--- config.mk ---
export PLATFORM = sky130hd
export DESIGN_NAME = efp_pulse_top
export DESIGN_NICKNAME = d
export VERILOG_FILES = /design/src/rtl/efp_pkg.sv /design/src/rtl/efp_strobe_div.sv /design/src/rtl/efp_period_meter.sv /design/src/rtl/efp_pulse_shaper.sv /design/src/rtl/efp_pulse_top.sv
export SDC_FILE = /design/constraint.sdc
export NUM_CORES = 1
export LEC_CHECK = 0
export BUFFER_PORTS_ARGS = -buffer_cell sky130_fd_sc_hd__buf_2
export CAP_MARGIN = 5
export CORE_MARGIN = 1
export CORE_UTILIZATION = 45
export DETAILED_ROUTE_END_ITERATION = 12
export GPL_TIMING_DRIVEN = 0
export PLACE_DENSITY = 0.67
export SLEW_MARGIN = 10
export SYNTH_ARGS = -nofsm -noshare
export SYNTH_HDL_FRONTEND = slang
export SYNTH_SLANG_ARGS = --single-unit
--- constraint.sdc ---
create_clock -name clk -period 6.3 [get_ports clk]
set_input_delay 1.26 -clock clk [delete_from_list [all_inputs] [get_ports clk]]
set_output_delay 1.26 -clock clk [all_outputs]
set_load 0.005 [all_outputs]
--- src/rtl/efp_pkg.sv ---
package efp_pkg;

  typedef enum logic {
    SHAPE_FIXED = 1'b0,
    SHAPE_DUTY  = 1'b1
  } shape_e;

  // divisor of zero is treated as one
  function automatic int unsigned eff_div(input int unsigned d);
    return (d == 0) ? 1 : d;
  endfunction

  // number of strobes the output stays low in count-based shape
  function automatic int unsigned low_strobes(input int unsigned n);
    return (n + 1) / 2;
  endfunction

  // clocks for a time span given in milliseconds
  function automatic int unsigned ms_to_clks(input int unsigned hz, input int unsigned ms);
    return int'((longint'(hz) * longint'(ms)) / 1000);
  endfunction

endpackage

--- src/rtl/efp_strobe_div.sv ---
module efp_strobe_div
  import efp_pkg::*;
#(
  parameter int DEN_W = 16
) (
  input  logic             clk,
  input  logic             rst_n,
  input  logic             en,
  input  logic             strobe_i,
  input  logic [DEN_W-1:0] den_i,
  output logic             start_o,
  output logic             half_o,
  output logic             unit_o
);

  logic [DEN_W-1:0] den_eff;
  logic [DEN_W-1:0] low_n;
  logic [DEN_W-1:0] pos_q;

  always_comb begin
    den_eff = DEN_W'(eff_div(32'(den_i)));
    low_n   = DEN_W'(low_strobes(32'(den_eff)));
    unit_o  = (den_eff == DEN_W'(1));
    start_o = en && strobe_i && (pos_q == '0);
    half_o  = en && strobe_i && !unit_o && (pos_q == low_n);
  end

  always_ff @(posedge clk) begin
    if (!rst_n) begin
      pos_q <= '0;
    end else if (!en) begin
      pos_q <= '0;
    end else if (strobe_i) begin
      if (pos_q >= den_eff - DEN_W'(1)) pos_q <= '0;
      else                              pos_q <= pos_q + DEN_W'(1);
    end
  end

  // strobe position stays inside the period while the divisor is steady
  assert_pos_range_R2: assert property (@(posedge clk) disable iff (!rst_n || !en)
    ($stable(den_i) && ($past(pos_q) < $past(den_eff))) |-> (pos_q < den_eff));

endmodule

--- src/rtl/efp_period_meter.sv ---
module efp_period_meter #(
  parameter int unsigned SLOW_CLKS = 2621440
) (
  input  logic clk,
  input  logic rst_n,
  input  logic en,
  input  logic start_i,
  output logic long_o
);

  localparam int unsigned LIM = SLOW_CLKS + 1;
  localparam int          TW  = $clog2(LIM + 1);

  logic [TW-1:0] elapsed_q;

  // elapsed_q holds the clocks since the last opening strobe, saturating at LIM
  always_ff @(posedge clk) begin
    if (!rst_n) begin
      elapsed_q <= TW'(LIM);
    end else if (!en) begin
      elapsed_q <= TW'(LIM);
    end else if (start_i) begin
      elapsed_q <= TW'(1);
    end else if (elapsed_q < TW'(LIM)) begin
      elapsed_q <= elapsed_q + TW'(1);
    end
  end

  assign long_o = (elapsed_q > TW'(SLOW_CLKS));

  assert_meter_cap_R7: assert property (@(posedge clk) disable iff (!rst_n)
    elapsed_q <= TW'(LIM));

  assert_meter_restart_R7: assert property (@(posedge clk) disable iff (!rst_n || !en)
    start_i |=> !long_o);

endmodule

--- src/rtl/efp_pulse_shaper.sv ---
module efp_pulse_shaper
  import efp_pkg::*;
#(
  parameter int unsigned FIXED_CLKS = 1310720
) (
  input  logic clk,
  input  logic rst_n,
  input  logic en,
  input  logic start_i,
  input  logic half_i,
  input  logic fixed_i,
  output logic low_o,
  output logic event_o
);

  localparam int FW = $clog2(FIXED_CLKS + 1);
  localparam logic [FW-1:0] LAST = FW'(FIXED_CLKS - 1);

  logic          low_q;
  logic          evt_q;
  shape_e        shape_q;
  logic [FW-1:0] fix_cnt_q;
  logic          keep_run;

  // an opening strobe during a fixed pulse lets the running width continue
  assign keep_run = fixed_i && low_q && (shape_q == SHAPE_FIXED) && (fix_cnt_q != LAST);

  always_ff @(posedge clk) begin
    if (!rst_n || !en) begin
      low_q     <= 1'b0;
      evt_q     <= 1'b0;
      shape_q   <= SHAPE_FIXED;
      fix_cnt_q <= '0;
    end else begin
      evt_q <= start_i;
      if (start_i) begin
        low_q     <= 1'b1;
        shape_q   <= fixed_i ? SHAPE_FIXED : SHAPE_DUTY;
        fix_cnt_q <= keep_run ? fix_cnt_q + FW'(1) : '0;
      end else if (low_q) begin
        if (shape_q == SHAPE_FIXED) begin
          if (fix_cnt_q == LAST) begin
            low_q     <= 1'b0;
            fix_cnt_q <= '0;
          end else begin
            fix_cnt_q <= fix_cnt_q + FW'(1);
          end
        end else if (half_i) begin
          low_q <= 1'b0;
        end
      end
    end
  end

  assign low_o   = low_q;
  assign event_o = evt_q;

  assert_duty_hold_R5: assert property (@(posedge clk) disable iff (!rst_n || !en)
    (low_q && (shape_q == SHAPE_DUTY) && !half_i && !start_i) |=> low_q);

  assert_duty_release_R6: assert property (@(posedge clk) disable iff (!rst_n || !en)
    ($fell(low_q) && $past(en) && ($past(shape_q) == SHAPE_DUTY)) |-> $past(half_i));

  assert_fixed_span_R8: assert property (@(posedge clk) disable iff (!rst_n || !en)
    ($fell(low_q) && $past(en) && ($past(shape_q) == SHAPE_FIXED)) |-> ($past(fix_cnt_q) == LAST));

endmodule

--- src/rtl/efp_pulse_top.sv ---
module efp_pulse_top
  import efp_pkg::*;
#(
  parameter int          DEN_W    = 16,
  parameter int unsigned CLK_HZ   = 16384000,
  parameter int unsigned PULSE_MS = 80
) (
  input  logic             clk,
  input  logic             rst_n,
  input  logic             enable,
  input  logic             energy_strobe,
  input  logic [DEN_W-1:0] cf_den,
  output logic             pulse_n,
  output logic             pulse_evt
);

  localparam int unsigned FIXED_CLKS = ms_to_clks(CLK_HZ, PULSE_MS);
  localparam int unsigned SLOW_CLKS  = 2 * FIXED_CLKS;

  logic period_start;
  logic half_point;
  logic unit_div;
  logic long_gap;
  logic use_fixed;
  logic low_level;

  efp_strobe_div #(.DEN_W(DEN_W)) div_i (
    .clk      (clk),
    .rst_n    (rst_n),
    .en       (enable),
    .strobe_i (energy_strobe),
    .den_i    (cf_den),
    .start_o  (period_start),
    .half_o   (half_point),
    .unit_o   (unit_div)
  );

  efp_period_meter #(.SLOW_CLKS(SLOW_CLKS)) meter_i (
    .clk     (clk),
    .rst_n   (rst_n),
    .en      (enable),
    .start_i (period_start),
    .long_o  (long_gap)
  );

  assign use_fixed = long_gap || unit_div;

  efp_pulse_shaper #(.FIXED_CLKS(FIXED_CLKS)) shaper_i (
    .clk     (clk),
    .rst_n   (rst_n),
    .en      (enable),
    .start_i (period_start),
    .half_i  (half_point),
    .fixed_i (use_fixed),
    .low_o   (low_level),
    .event_o (pulse_evt)
  );

  assign pulse_n = ~low_level;

  assert_start_low_R4: assert property (@(posedge clk) disable iff (!rst_n)
    (enable && period_start) |=> (!pulse_n && pulse_evt));

  assert_evt_low_R4: assert property (@(posedge clk) disable iff (!rst_n)
    pulse_evt |-> !pulse_n);

  assert_off_quiet_R1: assert property (@(posedge clk) disable iff (!rst_n)
    !enable |=> (pulse_n && !pulse_evt));

endmodule

==> flow_metrics.env, run 1 <==
export IMPL_fin_nets=610
export IMPL_io_pins=22
export IMPL_p_per_area_nw_per_um2=168
export IMPL_ys_async_sr_fraction=0
export IMPL_crit_start="cf_den[5]"
export IMPL_worst_pin_slew_ns=0.838
export IMPL_worst_slack_ns=0.525
export IMPL_num_vias=4011
export IMPL_hold_class="flip-flop to flip-flop"
export IMPL_timing_rr_end="div_i.pos_q[12]$_SDFFE_PN0P_"
export IMPL_clock_sinks=62
export IMPL_path_max_fanout=10
export IMPL_initial_core_util=0.468
export IMPL_rsz0062_at_grt="no"
export IMPL_hold_buffers=0
export IMPL_timing_rr_start="div_i.pos_q[9]$_SDFFE_PN0P_"
export IMPL_place_ws_ns=-0.0331
export IMPL_synth_edf_count=0
export IMPL_ant_nets=0
export IMPL_rrSetupSlack_ns=3.25
export IMPL_fin_crit_sh=0.917
export IMPL_required_ns=6.55
export IMPL_post_cts_buffers=0
export IMPL_place_congestion=0.903
export IMPL_r2r_cells=8
export IMPL_synth_seq_cells=62
export IMPL_routed_wl_mm=10.7
export IMPL_syn_inst=540
export IMPL_p_leak_nw=1.68
export IMPL_root_buffer="clkbuf_8"
export IMPL_max_slew_margin_rel=0.437
export IMPL_drv_cap=0
export IMPL_crit_type="input port to flip-flop"
export IMPL_overflow=0
export IMPL_synthesis_nets=585
export IMPL_die_w_um=100
export IMPL_path_clk_slew_ns=0.07
export IMPL_p_total_mw=0.800
export IMPL_grt_total_usage=0.225
export IMPL_portBuffers=14
export IMPL_fin_area_um2=4760
export IMPL_h_tree_depth=3
export IMPL_placed_cell_area_um2=4580
export IMPL_first_iter_violations=233
export IMPL_drv_slew=0
export IMPL_vias_per_cell=5.74
export IMPL_clock_fmax_mhz=173
export IMPL_min_period_ns=5.78
export IMPL_layout_commonest_cell="dfxtp_1"
export IMPL_layout_common_cells="dfxtp_1, nor2_1, nand2_1"
export IMPL_drive_gt1_frac=0.0895
export IMPL_wl_per_cell_um=15.4
export IMPL_synthFlopType="dfxtp_1"
export IMPL_outcome="finished clean"
export IMPL_synth_top_cell_area_share=0.285
export IMPL_peakVddDrop_mv=0.0795
export IMPL_crit_arrival_ns=6.03
export IMPL_core_area_um2=9280
export IMPL_hold_violations=0
export IMPL_antenna_found_initial=0
export IMPL_syn_avg_cell_area_um2=8.05
export IMPL_insertion_delay_ns=0.34
export IMPL_cts_buffers_inserted=9
export IMPL_cts_tree="built"
export IMPL_critPathCapture="div_i.pos_q[12]$_SDFFE_PN0P_"
export IMPL_worstSetupStartpointType="input port"
export IMPL_syn_area_um2=4350
export IMPL_crit_path_end_kind="flip-flop"
export IMPL_drtPass1Iterations=5
export IMPL_dieArea_um2=10100
export IMPL_cts_buffer_depth=2
export IMPL_finalClockSkew_ns=0.0100
export IMPL_ys_warn_count=0
export IMPL_setup_viol=0
export IMPL_area_growth_pct=9.49
export IMPL_synth_area_leader_cell="dfxtp_1"
export IMPL_n_antenna_cell=0
export IMPL_die_y_um=100
export IMPL_seq_area_frac_synth=0.285
export IMPL_grt_max_degree=12
export IMPL_drc_errors=0
export IMPL_grt_pass1_vias=3748
export IMPL_synth_cell_types=58
export IMPL_hpwl_mm=8.10
export IMPL_grt_pass1_wl_mm=17.9
export IMPL_synth_area_leaders="dfxtp_1, xnor2_1, xor2_1"
export IMPL_core_rowCount=35
-- sequential cells by signal, summed over array words and instances, names as in the netlist --
name,flops
div_i.pos_q,16
meter_i.elapsed_q,22
shaper_i.event_o,1
shaper_i.fix_cnt_q,21
shaper_i.low_o,1
shaper_i.shape_q,1
-- worst max-delay path: stages --
cell and delay, ns:
buf_2 0.11, or4_4 0.54, or3_4 0.37, nor3_2 0.39, a21oi_1 0.20, ha_1 0.25
nand2_1 0.21, nor2_1 0.12, xnor2_1 0.15, ha_1 0.31, and4_1 0.23, a221o_1 0.37
a221oi_1 0.60, a21boi_0 0.36, clkbuf_1 0.31, nor3_1 0.23
-- metal layers --
metal,up-vias,share of wire,wire length (um),GRT usage
li1,1990,-,-,-
met1,1917,0.47,5040,0.307
met2,87,0.46,4970,0.359
met3,17,0.053,564,0.0411
met4,0,0.015,165,0.0747
met5,-,0,0,0
-- area by class of cell --
cell class	instances	area, um^2
Clock inverter	5	35.0
Clock buffer	11	141
Tap cell	129	161
Multi-Input combinational cell	436	2940
Fill cell	938	4520
Buffer	32	135
Timing Repair Buffer	14	70.1
Sequential cell	62	1240
Inverter	10	37.5
-- cell usage after synthesis, types with 3 or more instances --
cell type and number:
nand4_1 29, a21o_1 7, nand2b_1 9, and3_1 18, xor2_1 37, a31oi_1 6
nor4b_1 4, nand3b_1 4, nor2_1 45, and4_1 10, nor2_2 10, ha_1 25
a21oi_1 17, nor3_1 31, and2_1 4, nand2_1 43, nor4_1 11, xnor2_1 41
inv_1 10, o211ai_1 4, dfxtp_1 62, or3_1 3, or4_1 5, clkbuf_1 30
o21ai_0 7, nor2b_1 3, nand3_1 27
-- metrics by stage --
step / util / TNS, ns / std cells / hold slack, ns
CTS: 0.512 / 0 / 699 / 0.489
finish: 0.513 / 0 / 699 / 0.488
detailed placement: 0.493 / -0.204 / 683 / 0.480
global route: 0.513 / 0 / 699 / 0.506
global placement: 0.493 / 0 / 683 / 0.472
floorplan: - / 0 / 540 / 0.462
-- kinds of logic after synthesis --
group                    Yosys count  share of synthesized area
AND/OR/NAND/NOR                  268                      0.335
multiplexers                       1                    0.00230
XOR/XNOR                          78                      0.157
flip-flops                        62                      0.285
buffers and inverters             42                     0.0397
adder cells (fa/ha/maj)           25                     0.0719
AO/OA/AOI/OAI                     64                      0.108
-- what timing repair did --
item | 4_1_cts | 5_1_grt
resized for setup | 0 | 1
setup endpoints to repair | 0 | 10
hold endpoints to repair | 0 | 0
-- power breakdown --
group	internal [mW]	total (mW)	switching, mW	leakage (nW)
Clock	0.153	0.311	0.158	0.0893
Combinational	0.0329	0.0923	0.0594	1.09
Sequential	0.394	0.396	0.00206	0.500
-- worst min path at each step --
stage | cells past startpoint | start | end
6_report | 2 | shaper_i.fix_cnt_q[1]$_SDFFE_PN0P_ | shaper_i.fix_cnt_q[1]$_SDFFE_PN0P_
5_1_grt | 2 | shaper_i.fix_cnt_q[1]$_SDFFE_PN0P_ | shaper_i.fix_cnt_q[1]$_SDFFE_PN0P_
4_1_cts | 2 | shaper_i.fix_cnt_q[1]$_SDFFE_PN0P_ | shaper_i.fix_cnt_q[1]$_SDFFE_PN0P_
3_5_place_dp | 2 | shaper_i.fix_cnt_q[1]$_SDFFE_PN0P_ | shaper_i.fix_cnt_q[1]$_SDFFE_PN0P_
3_3_place_gp | 2 | shaper_i.fix_cnt_q[1]$_SDFFE_PN0P_ | shaper_i.fix_cnt_q[1]$_SDFFE_PN0P_
2_1_floorplan | 2 | shaper_i.fix_cnt_q[1]$_SDFFE_PN0P_ | shaper_i.fix_cnt_q[1]$_SDFFE_PN0P_
(Power assumes the default switching activity.)
==> inputs of run 2 (changes only) <==
--- a/config.mk
+++ b/config.mk
@@ -5,7 +5,7 @@
 export SDC_FILE = /design/constraint.sdc
 export NUM_CORES = 1
 export LEC_CHECK = 0
-export BUFFER_PORTS_ARGS = -buffer_cell sky130_fd_sc_hd__buf_2
+export BUFFER_PORTS_ARGS = -buffer_cell sky130_fd_sc_hd__buf_4
 export CAP_MARGIN = 5
 export CORE_MARGIN = 1
 export CORE_UTILIZATION = 45
==> run 2 against run 1 <==
Non-clock buffer count is the same. Largest power group unchanged. Critical path depth is the same. Maximum frequency is 1.2% higher. Clock power is essentially flat. Worst setup slack better by 0.067 ns.
==> flow_metrics.env, run 2 (synthesis gave the netlist of run 1 again) <==
export IMPL_outcome="finished clean"
export IMPL_portBuffers=14
export IMPL_grt_max_degree=12
export IMPL_routed_wl_mm=10.6
export IMPL_grt_total_usage=0.219
export IMPL_p_per_area_nw_per_um2=167
export IMPL_die_y_um=100
export IMPL_vias_per_cell=5.76
export IMPL_clock_sinks=62
export IMPL_fin_crit_sh=0.906
export IMPL_h_tree_depth=3
export IMPL_finalClockSkew_ns=0.0140
export IMPL_path_clk_slew_ns=0.07
export IMPL_place_congestion=0.895
export IMPL_n_antenna_cell=0
export IMPL_p_leak_nw=1.69
export IMPL_worst_pin_slew_ns=0.813
export IMPL_fin_tns_setup_ns=0
export IMPL_min_delay_start="meter_i.elapsed_q[1]$_SDFFE_PP0N_"
export IMPL_hold_violations=0
export IMPL_timing_rr_start="div_i.pos_q[9]$_SDFFE_PN0P_"
export IMPL_io_pins=22
export IMPL_insertion_delay_ns=0.34
export IMPL_first_iter_violations=221
export IMPL_layout_common_cells="dfxtp_1, nor2_1, nand2_1"
export IMPL_reg_top3="meter_i.elapsed_q (22), shaper_i.fix_cnt_q (21), div_i.pos_q (16)"
export IMPL_peakVddDrop_mv=0.0902
export IMPL_path_max_fanout=10
export IMPL_hpwl_mm=8.04
export IMPL_setup_viol=0
export IMPL_initial_core_util=0.468
export IMPL_wl_per_cell_um=15.1
export IMPL_final_util=0.516
export IMPL_fill_cells=913
export IMPL_drc_errors=0
export IMPL_stdcell_count=699
export IMPL_hold_class="flip-flop to flip-flop"
export IMPL_num_vias=4025
export IMPL_drv_slew=0
export IMPL_drtPass1Iterations=5
export IMPL_required_ns=6.55
export IMPL_max_slew_margin_rel=0.454
export IMPL_overflow=0
export IMPL_core_area_um2=9280
export IMPL_rsz0062_at_grt="no"
export IMPL_crit_path_end_kind="flip-flop"
export IMPL_crit_type="input port to flip-flop"
export IMPL_largest_register="meter_i.elapsed_q"
export IMPL_antenna_found_initial=0
export IMPL_placed_cells=683
export IMPL_dieArea_um2=10100
export IMPL_area_growth_pct=10.1
export IMPL_fin_nets=610
export IMPL_layout_commonest_cell="dfxtp_1"
export IMPL_largest_reg_flops=22
export IMPL_clock_fmax_mhz=175
export IMPL_worstSetupStartpointType="input port"
export IMPL_drv_cap=0
export IMPL_cts_buffers_inserted=9
export IMPL_root_buffer="clkbuf_8"
export IMPL_crit_arrival_ns=5.95
export IMPL_die_w_um=100
export IMPL_core_rowCount=35
export IMPL_drive_gt1_frac=0.0877
export IMPL_hold_ws_ns=0.508
export IMPL_post_cts_buffers=0
export IMPL_grt_pass1_vias=3577
export IMPL_cts_tree="built"
export IMPL_ant_nets=0
export IMPL_min_period_ns=5.71
export IMPL_crit_start="cf_den[5]"
export IMPL_grt_pass1_wl_mm=17.5
export IMPL_cts_buffer_depth=2
export IMPL_p_total_mw=0.798
[run 2: layer usage]
metal / share of wire / wire, um / GRT usage / vias up
met4: 0.017 / 175 / 0.0580 / 0
met2: 0.45 / 4810 / 0.357 / 100
met1: 0.48 / 5070 / 0.298 / 1912
met3: 0.050 / 529 / 0.0383 / 24
li1: - / - / - / 1989
met5: 0 / 0 / 0 / -
[run 2: final cells by class]
cell class	instances	area, um^2	area share
Sequential cell	62	1240	0.259
Timing Repair Buffer	14	105	0.0220
Clock buffer	11	131	0.0274
Inverter	10	37.5	0.00784
Tap cell	129	161	0.0337
Multi-Input combinational cell	436	2940	0.614
Clock inverter	5	35.0	0.00732
Buffer	32	135	0.0282
[run 2: path summary, 6_finish.rpt]
path                            cells after the start  slack (ns)                                 to
worst min register to register                      2        0.51  meter_i.elapsed_q[1]$_SDFFE_PP0N_
worst max-delay path                               16        0.59        div_i.pos_q[7]$_SDFFE_PN0P_
worst max register to register                      8        3.31        div_i.pos_q[7]$_SDFFE_PN0P_
worst min-delay path                                2        0.51  meter_i.elapsed_q[1]$_SDFFE_PP0N_
[run 2: report_power, final]
group          switching, mW  total (mW)  leakage [nW]  internal [mW]
clock network          0.164       0.308        0.0837          0.144
logic                 0.0593      0.0948          1.10         0.0355
registers            0.00208       0.396         0.500          0.394
total                  0.225       0.798          1.69          0.573
[run 2: repair_timing]
action	in CTS	in global routing
hold buffers	0	0
endpoints found under the setup margin	0	1
gates resized for setup	0	1
[run 2: metrics by stage]
stage	setup slack [ns]	cell area, um^2
floorplan	1.08	4350
global placement	0.0171	4620
detailed placement	-0.0241	4620
CTS	0.338	4780
global route	0.264	4790
finish	0.592	4790
[run 2: worst max-delay path: stages]
cell	delay [ns]
buf_4	0.11
or4_4	0.54
or3_4	0.37
nor3_2	0.40
a21oi_1	0.19
ha_1	0.25
nand2_1	0.20
nor2_1	0.12
xnor2_1	0.14
ha_1	0.30
and4_1	0.23
a221o_1	0.38
a221oi_1	0.60
a21boi_0	0.33
clkbuf_1	0.30
nor3_1	0.22
